### config.mk
export PLATFORM = sky130hd
export DESIGN_NAME = psel_top
export DESIGN_NICKNAME = d
export VERILOG_FILES = /design/src/rtl/psel_pkg.sv /design/src/rtl/psel_cfg.sv /design/src/rtl/psel_tree.sv /design/src/rtl/psel_gate.sv /design/src/rtl/psel_top.sv
export SDC_FILE = /design/constraint.sdc
export NUM_CORES = 1
export LEC_CHECK = 0
export BUFFER_PORTS_ARGS = -buffer_cell sky130_fd_sc_hd__clkbuf_2
export CAP_MARGIN = 5
export CORE_UTILIZATION = 23
export CTS_CLUSTER_SIZE = 10
export DETAILED_ROUTE_END_ITERATION = 10
export GPL_ROUTABILITY_DRIVEN = 0
export PLACE_DENSITY_LB_ADDON = 0.08
export SLEW_MARGIN = 5
export SYNTH_ARGS = -nofsm -noshare
export SYNTH_HDL_FRONTEND = slang
export SYNTH_SLANG_ARGS = --single-unit
### constraint.sdc
create_clock -name clk -period 23.4 [get_ports clk]
set_clock_uncertainty 0.05 [all_clocks]
set_input_delay 4.68 -clock clk [delete_from_list [all_inputs] [get_ports clk]]
set_output_delay 4.68 -clock clk [all_outputs]
set_load 0.005 [all_outputs]
### src/rtl/psel_pkg.sv
package psel_pkg;

    typedef enum logic [2:0] {
        WK_PRIO   = 3'd0,
        WK_ENABLE = 3'd1,
        WK_GROUP  = 3'd2,
        WK_MASK   = 3'd3,
        WK_BPOINT = 3'd4,
        WK_GRPEN  = 3'd5
    } wr_kind_e;

    localparam logic [9:0] SPURIOUS_ID = 10'd1023;

    typedef struct packed {
        logic       vld;
        logic [7:0] prio;
        logic [9:0] id;
    } cand_t;

endpackage

### src/rtl/psel_cfg.sv
module psel_cfg
    import psel_pkg::*;
#(
    parameter int NUM_SRC   = 32,
    parameter int PRIO_BITS = 4,
    parameter int IDX_W     = 6
) (
    input  logic                   clk,
    input  logic                   rst_n,
    input  logic                   wr_en,
    input  logic [2:0]             wr_kind,
    input  logic [IDX_W-1:0]       wr_idx,
    input  logic [7:0]             wr_data,
    output logic [NUM_SRC*8-1:0]   prio_flat,
    output logic [NUM_SRC-1:0]     en_vec,
    output logic [NUM_SRC-1:0]     grp_vec,
    output logic [7:0]             mask_q,
    output logic [2:0]             bp_q,
    output logic [1:0]             grpen_q
);

    localparam logic [7:0] KEEP = ~(8'hFF >> PRIO_BITS);

    wr_kind_e kind;
    assign kind = wr_kind_e'(wr_kind);

    always_ff @(posedge clk or negedge rst_n) begin
        if (!rst_n) begin
            prio_flat <= '0;
            en_vec    <= '0;
            grp_vec   <= '0;
            mask_q    <= '0;
            bp_q      <= '0;
            grpen_q   <= '0;
        end else if (wr_en) begin
            for (int i = 0; i < NUM_SRC; i++) begin
                if (wr_idx == IDX_W'(i)) begin
                    if (kind == WK_PRIO)   prio_flat[i*8 +: 8] <= wr_data & KEEP;
                    if (kind == WK_ENABLE) en_vec[i]  <= wr_data[0];
                    if (kind == WK_GROUP)  grp_vec[i] <= wr_data[0];
                end
            end
            if (kind == WK_MASK)   mask_q  <= wr_data & KEEP;
            if (kind == WK_BPOINT) bp_q    <= wr_data[2:0];
            if (kind == WK_GRPEN)  grpen_q <= wr_data[1:0];
        end
    end

endmodule

### src/rtl/psel_tree.sv
module psel_tree
    import psel_pkg::*;
#(
    parameter int NUM_SRC = 32
) (
    input  logic [NUM_SRC-1:0]   leaf_vld,
    input  logic [NUM_SRC*8-1:0] leaf_prio,
    output cand_t                win
);

    localparam int LVL = (NUM_SRC < 2) ? 1 : $clog2(NUM_SRC);
    localparam int P   = 1 << LVL;

    logic [P-1:0]   vld_pad;
    logic [P*8-1:0] prio_pad;
    cand_t          node [2*P-1];

    assign vld_pad  = P'(leaf_vld);
    assign prio_pad = (P*8)'(leaf_prio);

    always_comb begin
        for (int i = 0; i < P; i++) begin
            node[P-1+i].vld  = vld_pad[i];
            node[P-1+i].prio = prio_pad[i*8 +: 8];
            node[P-1+i].id   = 10'(i);
        end
        for (int k = P - 2; k >= 0; k--) begin
            if (node[2*k+1].vld &&
                (!node[2*k+2].vld || node[2*k+1].prio <= node[2*k+2].prio))
                node[k] = node[2*k+1];
            else
                node[k] = node[2*k+2];
        end
    end

    assign win = node[0];

endmodule

### src/rtl/psel_gate.sv
module psel_gate
    import psel_pkg::*;
(
    input  cand_t       win,
    input  logic [7:0]  mask,
    input  logic [2:0]  bp,
    input  logic [7:0]  run_prio,
    output logic [9:0]  nxt_id,
    output logic [7:0]  nxt_prio,
    output logic        nxt_irq
);

    logic [7:0] grp_mask;
    logic       pass;

    assign grp_mask = 8'hFF << ({1'b0, bp} + 4'd1);
    assign pass     = win.vld && (win.prio < mask);

    always_comb begin
        nxt_id   = pass ? win.id   : SPURIOUS_ID;
        nxt_prio = pass ? win.prio : 8'hFF;
        nxt_irq  = pass && ((run_prio == 8'hFF) ||
                            ((win.prio & grp_mask) < (run_prio & grp_mask)));
    end

endmodule

### src/rtl/psel_top.sv
module psel_top
    import psel_pkg::*;
#(
    parameter int NUM_SRC   = 32,
    parameter int PRIO_BITS = 4,
    parameter int IDX_W     = $clog2(NUM_SRC) + 1
) (
    input  logic               clk,
    input  logic               rst_n,
    input  logic               wr_en,
    input  logic [2:0]         wr_kind,
    input  logic [IDX_W-1:0]   wr_idx,
    input  logic [7:0]         wr_data,
    input  logic [NUM_SRC-1:0] pend,
    input  logic [7:0]         run_prio,
    output logic [9:0]         hp_id,
    output logic [7:0]         hp_prio,
    output logic               hp_irq
);

    logic [NUM_SRC*8-1:0] cfg_prio;
    logic [NUM_SRC-1:0]   cfg_en;
    logic [NUM_SRC-1:0]   cfg_grp;
    logic [7:0]           cfg_mask;
    logic [2:0]           cfg_bp;
    logic [1:0]           cfg_grpen;
    logic [NUM_SRC-1:0]   cand_vld;
    cand_t                win;
    logic [9:0]           nxt_id;
    logic [7:0]           nxt_prio;
    logic                 nxt_irq;

    psel_cfg #(.NUM_SRC(NUM_SRC), .PRIO_BITS(PRIO_BITS), .IDX_W(IDX_W)) cfg_i (
        .clk(clk), .rst_n(rst_n), .wr_en(wr_en), .wr_kind(wr_kind),
        .wr_idx(wr_idx), .wr_data(wr_data), .prio_flat(cfg_prio),
        .en_vec(cfg_en), .grp_vec(cfg_grp), .mask_q(cfg_mask),
        .bp_q(cfg_bp), .grpen_q(cfg_grpen)
    );

    for (genvar g = 0; g < NUM_SRC; g++) begin : g_qual
        assign cand_vld[g] = pend[g] & cfg_en[g] & cfg_grpen[cfg_grp[g]];
    end

    psel_tree #(.NUM_SRC(NUM_SRC)) tree_i (
        .leaf_vld(cand_vld), .leaf_prio(cfg_prio), .win(win)
    );

    psel_gate gate_i (
        .win(win), .mask(cfg_mask), .bp(cfg_bp), .run_prio(run_prio),
        .nxt_id(nxt_id), .nxt_prio(nxt_prio), .nxt_irq(nxt_irq)
    );

    always_ff @(posedge clk or negedge rst_n) begin
        if (!rst_n) begin
            hp_id   <= SPURIOUS_ID;
            hp_prio <= 8'hFF;
            hp_irq  <= 1'b0;
        end else begin
            hp_id   <= nxt_id;
            hp_prio <= nxt_prio;
            hp_irq  <= nxt_irq;
        end
    end

endmodule

After elaboration in Yosys (flattened, before gate mapping):

Cells that the tools add are included.

* bits in registers: 220
* input bits: 60
* output and inout bits: 19
* logic and storage cells: 566

* add/subtract/negate cells: 1
* magnitude comparators: 65
* equal/unequal tests: 37
* shifts and indexed selects: 1
* mux-type cells: 97
* bitwise logic cells: 66
* reductions and logical operators: 197

Operators with widths (number)
* $mux W19: 31
* $reduce_and A3 Y1: 96
* $le A8 B8 Y1: 31
* $eq A6 B5 Y1 const B: 16
* $and A1 B1 Y1: 64
* $lt A1 B2 Y1 const B: 32
* $mux W1: 64
* $eq A6 B4 Y1 const B: 8
* $logic_and A1 B1 Y1: 33
* $logic_or A1 B1 Y1: 32
* $logic_not A1 Y1: 31
* $eq A6 B3 Y1 const B: 4
* $and A8 B8 Y8: 2
* $lt A8 B8 Y1: 2
* $eq A6 B2 Y1 const B: 2
* $mux W10: 1
* $eq A8 B8 Y1 const B: 1
* $mux W8: 1
* $shl A8 B4 Y8 const A: 1
* $eq A3 B2 Y1 const B: 2
* $eq A3 B3 Y1 const B: 2
* $eq A6 B1 Y1 const B: 1
* $logic_not A6 Y1: 1
* $reduce_and A2 Y1: 3
* other kinds (3): 3

Logic depth before layout (Yosys ltp):

Gate-level depths: netlist of run 1.

* word-level depth: 27
* depth in mapped cells: 48
* mapped depth without buffers: 47

By module:

From an unflattened synthesis of run 1, not the netlist that was laid out.

* cell total of the unflattened synthesis: 2225
* area total of the unflattened synthesis: 20822.5 sq um

By module, submodules not included
* psel_tree: times used 1, cells an instance 1303, area an instance 9659.3 sq um, seq. area each 0.0 sq um
* psel_cfg: times used 1, cells an instance 706, area an instance 9382.7 sq um, seq. area each 5029.8 sq um
* psel_top: times used 1, cells an instance 121, area an instance 1114.8 sq um, seq. area each 498.0 sq um
* psel_gate: times used 1, cells an instance 95, area an instance 665.6 sq um, seq. area each 0.0 sq um

Worst setup path after synthesis of run 1:

Ideal clock, no wire load.

* path kind: input port to flip-flop
* from: input pend[3]
* to: register hp_irq
* data arrival time: 12.672 ns
* data required time: 23.285 ns
* setup slack: 10.613 ns
* cell stages on the path: 46
* path buffers: 4
* cell sequence: nand2_1 or2_2 a211o_1 and2_1 clkbuf_1 o21a_1 ha_1 a21oi_1 o21ai_0 a31o_2 clkbuf_1 o211ai_1 o21a_1 ha_1 nor2b_1 o21a_1 o21a_1 o211ai_1 [... 10 more ...] o21ai_0 inv_1 ha_1 nor2b_1 o21a_1 o21a_1 o21a_1 a21boi_2 o221ai_1 o22a_1 nor3_1 ha_1 o21a_1 o21a_1 o21ai_0 nand2b_1 a21oi_1 o21a_1

* cells in the longest elaborated chain, start to end: 26
* elaborated cells on any way between the ends: 29
* those cells by class: order compare: 6; mux: 5; bitwise: 3; reduce/logical: 15

Ends and longest elaborated chain
* start: declaration: line psel_top.sv:14 `input logic [NUM_SRC-1:0] pend,`
* $and A1 B1 Y1 * (2 in series): line psel_top.sv:41 `assign cand_vld[g] = pend[g] & cfg_en[g] & cfg_grpen[cfg_grp[g]];`
* $logic_not A1 Y1: line psel_tree.sv:29 `(!node[2*k+2].vld || node[2*k+1].prio <= node[2*k+2].prio))`
* $logic_or A1 B1 Y1: line psel_tree.sv:29
* $logic_and A1 B1 Y1: line psel_tree.sv:28 `if (node[2*k+1].vld &&`
* $mux W19 *: line psel_tree.sv:28
* $le A8 B8 Y1 / $logic_not A1 Y1 (equally long branches): line psel_tree.sv:29
* $logic_or A1 B1 Y1: line psel_tree.sv:29
* $logic_and A1 B1 Y1: line psel_tree.sv:28
* [... 10 more ...]
* $logic_or A1 B1 Y1: line psel_tree.sv:29
* $logic_and A1 B1 Y1: line psel_tree.sv:28
* $mux W19 *: line psel_tree.sv:28
* $and A8 B8 Y8: line psel_gate.sv:23 `((win.prio & grp_mask) < (run_prio & grp_mask)));`
* $lt A8 B8 Y1: line psel_gate.sv:23
* $logic_or A1 B1 Y1: line psel_gate.sv:22 `nxt_irq = pass && ((run_prio == 8'hFF) ||`
* $logic_and A1 B1 Y1 *: line psel_gate.sv:22
* via gate_i.nxt_irq: line psel_gate.sv:10 `output logic nxt_irq`
* end signal: assignment: line psel_top.sv:61 `hp_irq <= nxt_irq;`
* end: declaration: line psel_top.sv:18 `output logic hp_irq`

Mark *: on every way through the listed nets, which the timed path passes. The rest lies on a longest branch.
A chain may end at the register's enable or synchronous reset.

Worst setup path in the final report of run 1:

* from: input pend[12]
* to: register hp_irq

* cells in the longest elaborated chain, start to end: 24
* elaborated cells on any way between the ends: 28
* those cells by class: order compare: 6; mux: 5; bitwise: 3; reduce/logical: 14

Ends and longest elaborated chain (line)
* $and A1 B1 Y1 * (2 in series): psel_top.sv:41
* $logic_and A1 B1 Y1: psel_tree.sv:28
* $mux W19 *: psel_tree.sv:28
* $le A8 B8 Y1: psel_tree.sv:29
* $logic_or A1 B1 Y1: psel_tree.sv:29
* $logic_and A1 B1 Y1: psel_tree.sv:28
* $mux W19 *: psel_tree.sv:28
* $le A8 B8 Y1 / $logic_not A1 Y1 (equally long branches): psel_tree.sv:29
* [... 8 more ...]
* $logic_or A1 B1 Y1: psel_tree.sv:29
* $logic_and A1 B1 Y1: psel_tree.sv:28
* $mux W19 *: psel_tree.sv:28
* $and A8 B8 Y8: psel_gate.sv:23
* $lt A8 B8 Y1: psel_gate.sv:23
* $logic_or A1 B1 Y1: psel_gate.sv:22
* $logic_and A1 B1 Y1 *: psel_gate.sv:22
* via gate_i.nxt_irq: psel_gate.sv:10

Marked as above.

==> results of run 1 <==
## layout make-up
| class | instances | area (µm²) | area share (%) |
|---|---|---|---|
| sequential | 212 | 5320 | 30.3 |
| antenna | 1 | 2.50 | 0.0143 |
| tap | 855 | 1070 | 6.11 |
| clock buffer | 44 | 853 | 4.87 |
| multi-input combinational | 1200 | 9080 | 51.8 |
| timing repair buffer | 93 | 515 | 2.94 |
| clock inverter | 12 | 174 | 0.993 |
| inverter | 135 | 507 | 2.89 |
## per-layer routing
metal / track usage (%) / vias up
met5: 0 / -
met4: 3.53 / 2
met3: 1.82 / 63
met2: 24.0 / 173
met1: 21.7 / 5882
li1: - / 5939
## report_power, final
group / internal (mW) / leakage [nW] / switching, mW
sequential: 0.382 / 2.70 / 0.0100
clock: 0.295 / 0.503 / 0.182
combinational: 0.0662 / 4.72 / 0.115
total: 0.744 / 7.92 / 0.307
## Yosys cell counts (5+ instances only)
library cell,n,share of area (%)
nor3_1,17,0.56
inv_1,134,3.3
o211ai_1,44,2.2
a31oi_1,7,0.29
and2_1,18,0.74
ha_1,135,11
o21ai_0,90,3.0
nor4_1,5,0.21
o311ai_0,5,0.29
or2_2,14,0.58
buf_2,7,0.23
nor2b_1,25,1.0
o21a_1,29,1.4
mux2i_1,82,5.4
o22ai_1,11,0.45
nor2_1,95,2.3
dfstp_2,10,1.7
dfrtp_1,202,33
and3_1,6,0.25
buf_4,8,0.40
o2111ai_1,6,0.35
clkbuf_1,42,1.0
nand4_1,33,1.4
a2111oi_0,9,0.52
a21oi_1,53,1.7
nand2b_1,5,0.21
o311a_1,5,0.33
nor3b_1,6,0.30
and4_1,10,0.58
o21ai_2,5,0.29
nand3_1,26,0.86
nand2_1,187,4.6
o211a_1,10,0.66
mux2_2,188,14
a211oi_1,6,0.30
## flip-flops by register name, summed over array words and instances, names as in the netlist, 2 cells and up
register,cells
cfg_i.grp_vec,32
cfg_i.en_vec,32
hp_id,6
cfg_i.bp_q,3
cfg_i.mask_q,4
cfg_i.grpen_q,2
hp_prio,4
cfg_i.prio_flat,128
## worst paths after layout
kind,endpoint,slack [ns],cells past startpoint
hold / removal,cfg_i.en_vec[0]$_DFFE_PN0P_,0.44,1
min in group asynchronous,cfg_i.en_vec[15]$_DFFE_PN0P_,4.09,1
max in group asynchronous,cfg_i.prio_flat[150]$_DFFE_PN0P_,17.75,2
hold reg to reg,cfg_i.en_vec[0]$_DFFE_PN0P_,0.44,1
setup reg to reg,hp_irq$_DFF_PN0_,12.62,39
setup / recovery,hp_irq$_DFF_PN0_,9.30,39
## stage by stage
stage	hold slack, ns	setup slack [ns]	power (mW)
2_1_floorplan	0.420	10.61	0.517
3_3_place_gp	0.430	8.69	0.583
3_5_place_dp	0.437	8.65	0.583
4_1_cts	0.448	9.24	1.08
5_1_grt	0.465	8.53	1.11
6_report	0.444	9.30	1.05
## cell usage in the layout (no fill, tap or decap), types with 33 or more instances in the layout
master,n
o211ai_1,44
nand2_1,187
clkbuf_2,76
a21oi_1,53
dfrtp_1,202
nor2_1,95
o21ai_0,90
ha_1,135
mux2_2,188
nand4_1,33
inv_1,134
mux2i_1,82
## cell families after synthesis
group | share of synthesized area, %
AOI/OAI and AO/OA | 14.2
buffers and inverters | 5.27
DFF | 35.0
adders and majority gates | 11.1
muxes | 19.4
and+or+nand+nor | 15.0
==> results.txt, run 1 <==
----------------------------------------------------
[Run status]
  Outcome ... finished clean

[Pwr]
  Leakage power ... 7.92 nW
  Power per standard cell area ... 60.0 nW/µm²
  Largest vdd supply drop ... 0.0000495 V

[Floorplanning]
  Initial core utilization ... 23.4%
  Die ar. ... 67,100 µm²
  Vertical die dimension ... 259 µm
  Core Region ... 64,900 µm²
  Top-Level Pins ... 79
  Site Rows ... 93
  Die Span X ... 259 µm

[Critical path]
  Data arrival time of the critical path ... 14.56 ns
  Startpoint type of the worst setup path ... input pin
  Crit-path max cell delay ... 0.57 ns
  Largest fanout on the critical path ... 12
  Count of buffering cells on the critical path with inverters included ... 3
  Crit path kind ... in -> reg
  Startpoint of the most critical setup path ... pend[12]
  Standard cell with the maximum stage delay on the critical path ... o21ai_1
  Cell type group with the largest total delay on the critical path ... compound AO/OA/AOI/OAI gates
  Critical Path Sink Type ... register
  Cell repeated most along the worst path ... o21a_1
  Required @ worst endpoint ... 23.85 ns
  Worst R2R Start ... cfg_i.grpen_q[1]$_DFFE_PN0P_

[Job]
  Max-capacitance violation count ... 0

[Clock network]
  Number of levels in the clock H-tree ... 1
  Clock buffer depth ... 3
  Post-CTS clock slew at the launch and capture registers of the worst setup and hold paths ... 0.06 ns
  Post-CTS Repair Setup Buffers ... 0
  Clock net sink count ... 212
  Clk_lat worst skew ... 0.59 ns
  Post-CTS Resized ... 0
  Clk root buf ... clkbuf_16
  CTS tree ... done
  Num CTS Buffers ... 30
  Hold-fix buffer count after cts ... 0

[Routing]
  First drt pass iteration count ... 5
  Vias after detailed routing ... 12,059
  Final routed wirelength across all metal layers ... 50,200 µm
  DRC violation count after routing ... 0
  Drt first-iter violations ... 424
  M1 wire length ... 25,200 µm
  Antenna-violating nets left ... 0
  Metal3 WL ... 1480 µm
  WL/cell ... 19.7 µm
  Wire length on met2 ... 22,300 µm
  Vias per cell ... 4.73
  Top layer reached by signal wires ... met5

[Placed design]
  Cell Area, Placed ... 16,500 µm²
  Count of buffers inserted at the top-level ports ... 77
  Placed insts ... 2,495
  Post-detail-place hpwl ... 36,800 µm

[Timing]
  Clock period minus final worst setup slack ... 14.10 ns
  Finish-stage setup viols ... 0
  RSZ-0062 raised after global routing ... no
  Maximum clock frequency ... 70.9 MHz
  Worst slew pin tran ... 1.01 ns
  Number of max-slew violations in the final report ... 0
  Final Hold Violating Endpoints ... 0
  Setup TNS ... 0 ns
  Slew headroom ... 32.6%
  Portion of the clock cycle consumed by the worst path in the final layout ... 60.3%

[GRT]
  Remaining Overflow, GRT ... 0
  Wire length of the first global-routing pass ... 77,300 µm
  Number of global-route vias before repair ... 12,419
  Maximum number of pins on one net before global-route repair ... 98
  Initial antenna violation count ... 5
  GRT Total Usage ... 15.1%

[Logic synthesis]
  Net Count, Synth ... 1,804
  Top_reg_cell synth ... dfrtp_1
  Post-synthesis sequential area ratio ... 35.0%
  Syn Area/Cell ... 9.45 µm²
  Fraction of registers with async set/reset ... 100%
  Total standard cell area after synthesis ... 15,200 µm²
  EDFF count, synth ... 0
  Number of instances in the synthesized netlist ... 1,609
  Cell variety after synth ... 73
  FF+latch count, synth ... 212
  Number of warnings printed during yosys synthesis ... 0

[Layout]
  Proportion of layout cells with a drive suffix above 1 ... 21.9%
  Post-route insts no fill ... 2,552
  Synthesis-to-layout area growth ... 15.3%
  # fillers ... 7,024
  Area of all placed cells without fillers ... 17,500 µm²
  Core utilization of the finished layout ... 27.0%
  Layout net count ... 1,867

[Min path]
  Type of the worst min-delay path ... reg -> reg
  Startpoint of the worst hold path ... cfg_i.en_vec[0]$_DFFE_PN0P_

----------------------------------------------------
Note: power is estimated with default switching activity, not from simulation.
==> run 2, diff against run 1 <==
Clock period 23.4 ns to 12 ns, I/O delays scaled along.
==> results.txt, run 2 (synthesized netlist as in run 1, its figures left out) <==
----------------------------------------------------
[Run status]
  Outcome ... finished clean

[Critical path]
  Crit path kind ... in -> reg
  Startpoint type of the worst setup path ... input pin
  Largest fanout on the critical path ... 12 (unchanged)
  Crit-path max cell delay ... 0.45 ns (-0.12 ns)
  Cell repeated most along the worst path ... o21a_1
  Data arrival time of the critical path ... 11.35 ns (-3.21 ns)
  Critical Path Sink Type ... register
  Required @ worst endpoint ... 12.49 ns (-11.36 ns)
  Standard cell with the maximum stage delay on the critical path ... a31oi_1

[Placed design]
  Count of buffers inserted at the top-level ports ... 77 (unchanged)
  Post-detail-place hpwl ... 37,100 µm (+0.83%)

[Clock network]
  Post-CTS Repair Setup Buffers ... 0 (unchanged)
  Num CTS Buffers ... 31 (+3.3%)
  Clock net sink count ... 212 (unchanged)
  Clk root buf ... clkbuf_16
  CTS tree ... done
  Post-CTS Resized ... 0 (unchanged)
  Clk_lat worst skew ... 0.61 ns (+0.02 ns)
  Hold-fix buffer count after cts ... 0 (unchanged)
  Post-CTS clock slew at the launch and capture registers of the worst setup and hold paths ... 0.06 ns (about the same)
  Number of levels in the clock H-tree ... 1 (unchanged)
  Clock buffer depth ... 3 (unchanged)

[GRT]
  Wire length of the first global-routing pass ... 77,000 µm (-0.32%)
  Remaining Overflow, GRT ... 0 (unchanged)
  GRT Total Usage ... 15.1% (about the same)
  Number of global-route vias before repair ... 12,265 (-1.2%)
  Maximum number of pins on one net before global-route repair ... 134 (+37%)
  Initial antenna violation count ... 4 (-1)

[Timing]
  Finish-stage setup viols ... 0 (unchanged)
  Portion of the clock cycle consumed by the worst path in the final layout ... 90.5%
  Slew headroom ... 38.0% (+5.5 points)
  Final Hold Violating Endpoints ... 0 (unchanged)
  Worst slew pin tran ... 0.929 ns (-0.0819 ns)
  Clock period minus final worst setup slack ... 10.86 ns
  Number of max-slew violations in the final report ... 0 (unchanged)
  Setup TNS ... 0 ns (unchanged)
  Maximum clock frequency ... 92.1 MHz
  RSZ-0062 raised after global routing ... no

[Layout]
  Proportion of layout cells with a drive suffix above 1 ... 22.6% (+0.65 points)
  Most flop-heavy register ... cfg_i.prio_flat
  Commonest cells after routing, fill and taps aside ... dfrtp_1, mux2_2, nand2_1
  Layout net count ... 1,875 (+0.43%)
  Synthesis-to-layout area growth ... 15.9%
  Most common cell after layout, fill and taps aside ... dfrtp_1
  # fillers ... 6,945 (-1.1%)
  Biggest registers after layout ... cfg_i.prio_flat (128), cfg_i.en_vec (32), cfg_i.grp_vec (32)
  Number of flip-flops under the largest register name ... 128 (unchanged)

[Routing]
  M1 wire length ... 25,600 µm (+1.4%)
  Top layer reached by signal wires ... met5
  Final routed wirelength across all metal layers ... 50,600 µm (+0.85%)
  DRC violation count after routing ... 0 (unchanged)
  Wire length on met2 ... 22,200 µm (-0.51%)
  First drt pass iteration count ... 5 (unchanged)
  Metal3 WL ... 2000 µm (+35%)
  WL/cell ... 19.8 µm (+0.46%)
  Vias per cell ... 4.74 (+0.31%)
  Vias after detailed routing ... 12,144 (+0.70%)
  Antenna-violating nets left ... 0 (unchanged)
  Drt first-iter violations ... 617 (+46%)

[Floorplanning]
  Die ar. ... 67,100 µm² (unchanged)
  Vertical die dimension ... 259 µm (unchanged)
  Initial core utilization ... 23.4% (unchanged)
  Core Region ... 64,900 µm² (unchanged)
  Top-Level Pins ... 79 (unchanged)
  Die Span X ... 259 µm (unchanged)
  Site Rows ... 93 (unchanged)

[Pwr]
  Leakage power ... 7.98 nW (+0.63%)
  Power per standard cell area ... 117 nW/µm² (+96%)
  Overall power of the completed layout ... 2.07 mW (+97%)
  Largest vdd supply drop ... 0.000115 V (+130%)

[Min path]
  Type of the worst min-delay path ... reg -> reg

[Job]
  Max-capacitance violation count ... 0 (unchanged)

----------------------------------------------------
[run 2: final cells by class]
cell class                      count  area [µm²]  area share, %
Sequential cell                   212        5320           30.2
Clock buffer                       46         932           5.29
Antenna cell                        2        5.00         0.0284
Clock inverter                     12         124          0.703
Multi-Input combinational cell   1200        9080           51.6
Inverter                          135         507           2.88
Tap cell                          855        1070           6.07
Timing Repair Buffer              100         581           3.30
[run 2: routing by layer]
layer	vias to the layer above	GRT usage [%]
met5	-	0
met4	2	3.57
met3	51	2.18
met2	189	23.5
met1	5946	21.9
li1	5956	-
[run 2: report_power, final]
part	switching, mW	internal, mW
combinational	0.221	0.132
sequential	0.0267	0.745
clock	0.369	0.576
total	0.617	1.45
[run 2: path summary, 6_finish.rpt]
path / slack [ns] / end / cells after the start / from
min in group asynchronous: 1.75 / cfg_i.en_vec[12]$_DFFE_PN0P_ / 1 / rst_n
worst max-delay path: 1.14 / hp_irq$_DFF_PN0_ / 42 / pend[12]
max in group asynchronous: 8.96 / cfg_i.en_vec[0]$_DFFE_PN0P_ / 2 / rst_n
worst min-delay path: 0.44 / cfg_i.en_vec[4]$_DFFE_PN0P_ / 1 / cfg_i.en_vec[4]$_DFFE_PN0P_
worst max register to register: 1.80 / hp_irq$_DFF_PN0_ / 42 / cfg_i.grpen_q[0]$_DFFE_PN0P_
worst min register to register: 0.44 / cfg_i.en_vec[4]$_DFFE_PN0P_ / 1 / cfg_i.en_vec[4]$_DFFE_PN0P_
[run 2: critical path: cells and delay by family]
kind            cells  cell delay [ns]
simple gates        8             1.42
fa+ha+maj           5             1.23
mux                 3             1.20
buf+inv             6             0.86
compound gates     20             4.22
[run 2: per-stage QoR]
step | util, % | cell area (µm²) | worst slack (ns) | hold WS (ns) | cells
after floorplan | - | 15200 | 1.49 | 0.420 | 1609
after global placement | 25.5 | 16600 | 0.494 | 0.430 | 2502
after detailed placement | 25.5 | 16600 | 0.495 | 0.436 | 2502
after CTS | 27.1 | 17600 | 1.11 | 0.449 | 2560
after global routing | 27.1 | 17600 | 0.386 | 0.457 | 2561
final | 27.1 | 17600 | 1.14 | 0.444 | 2562
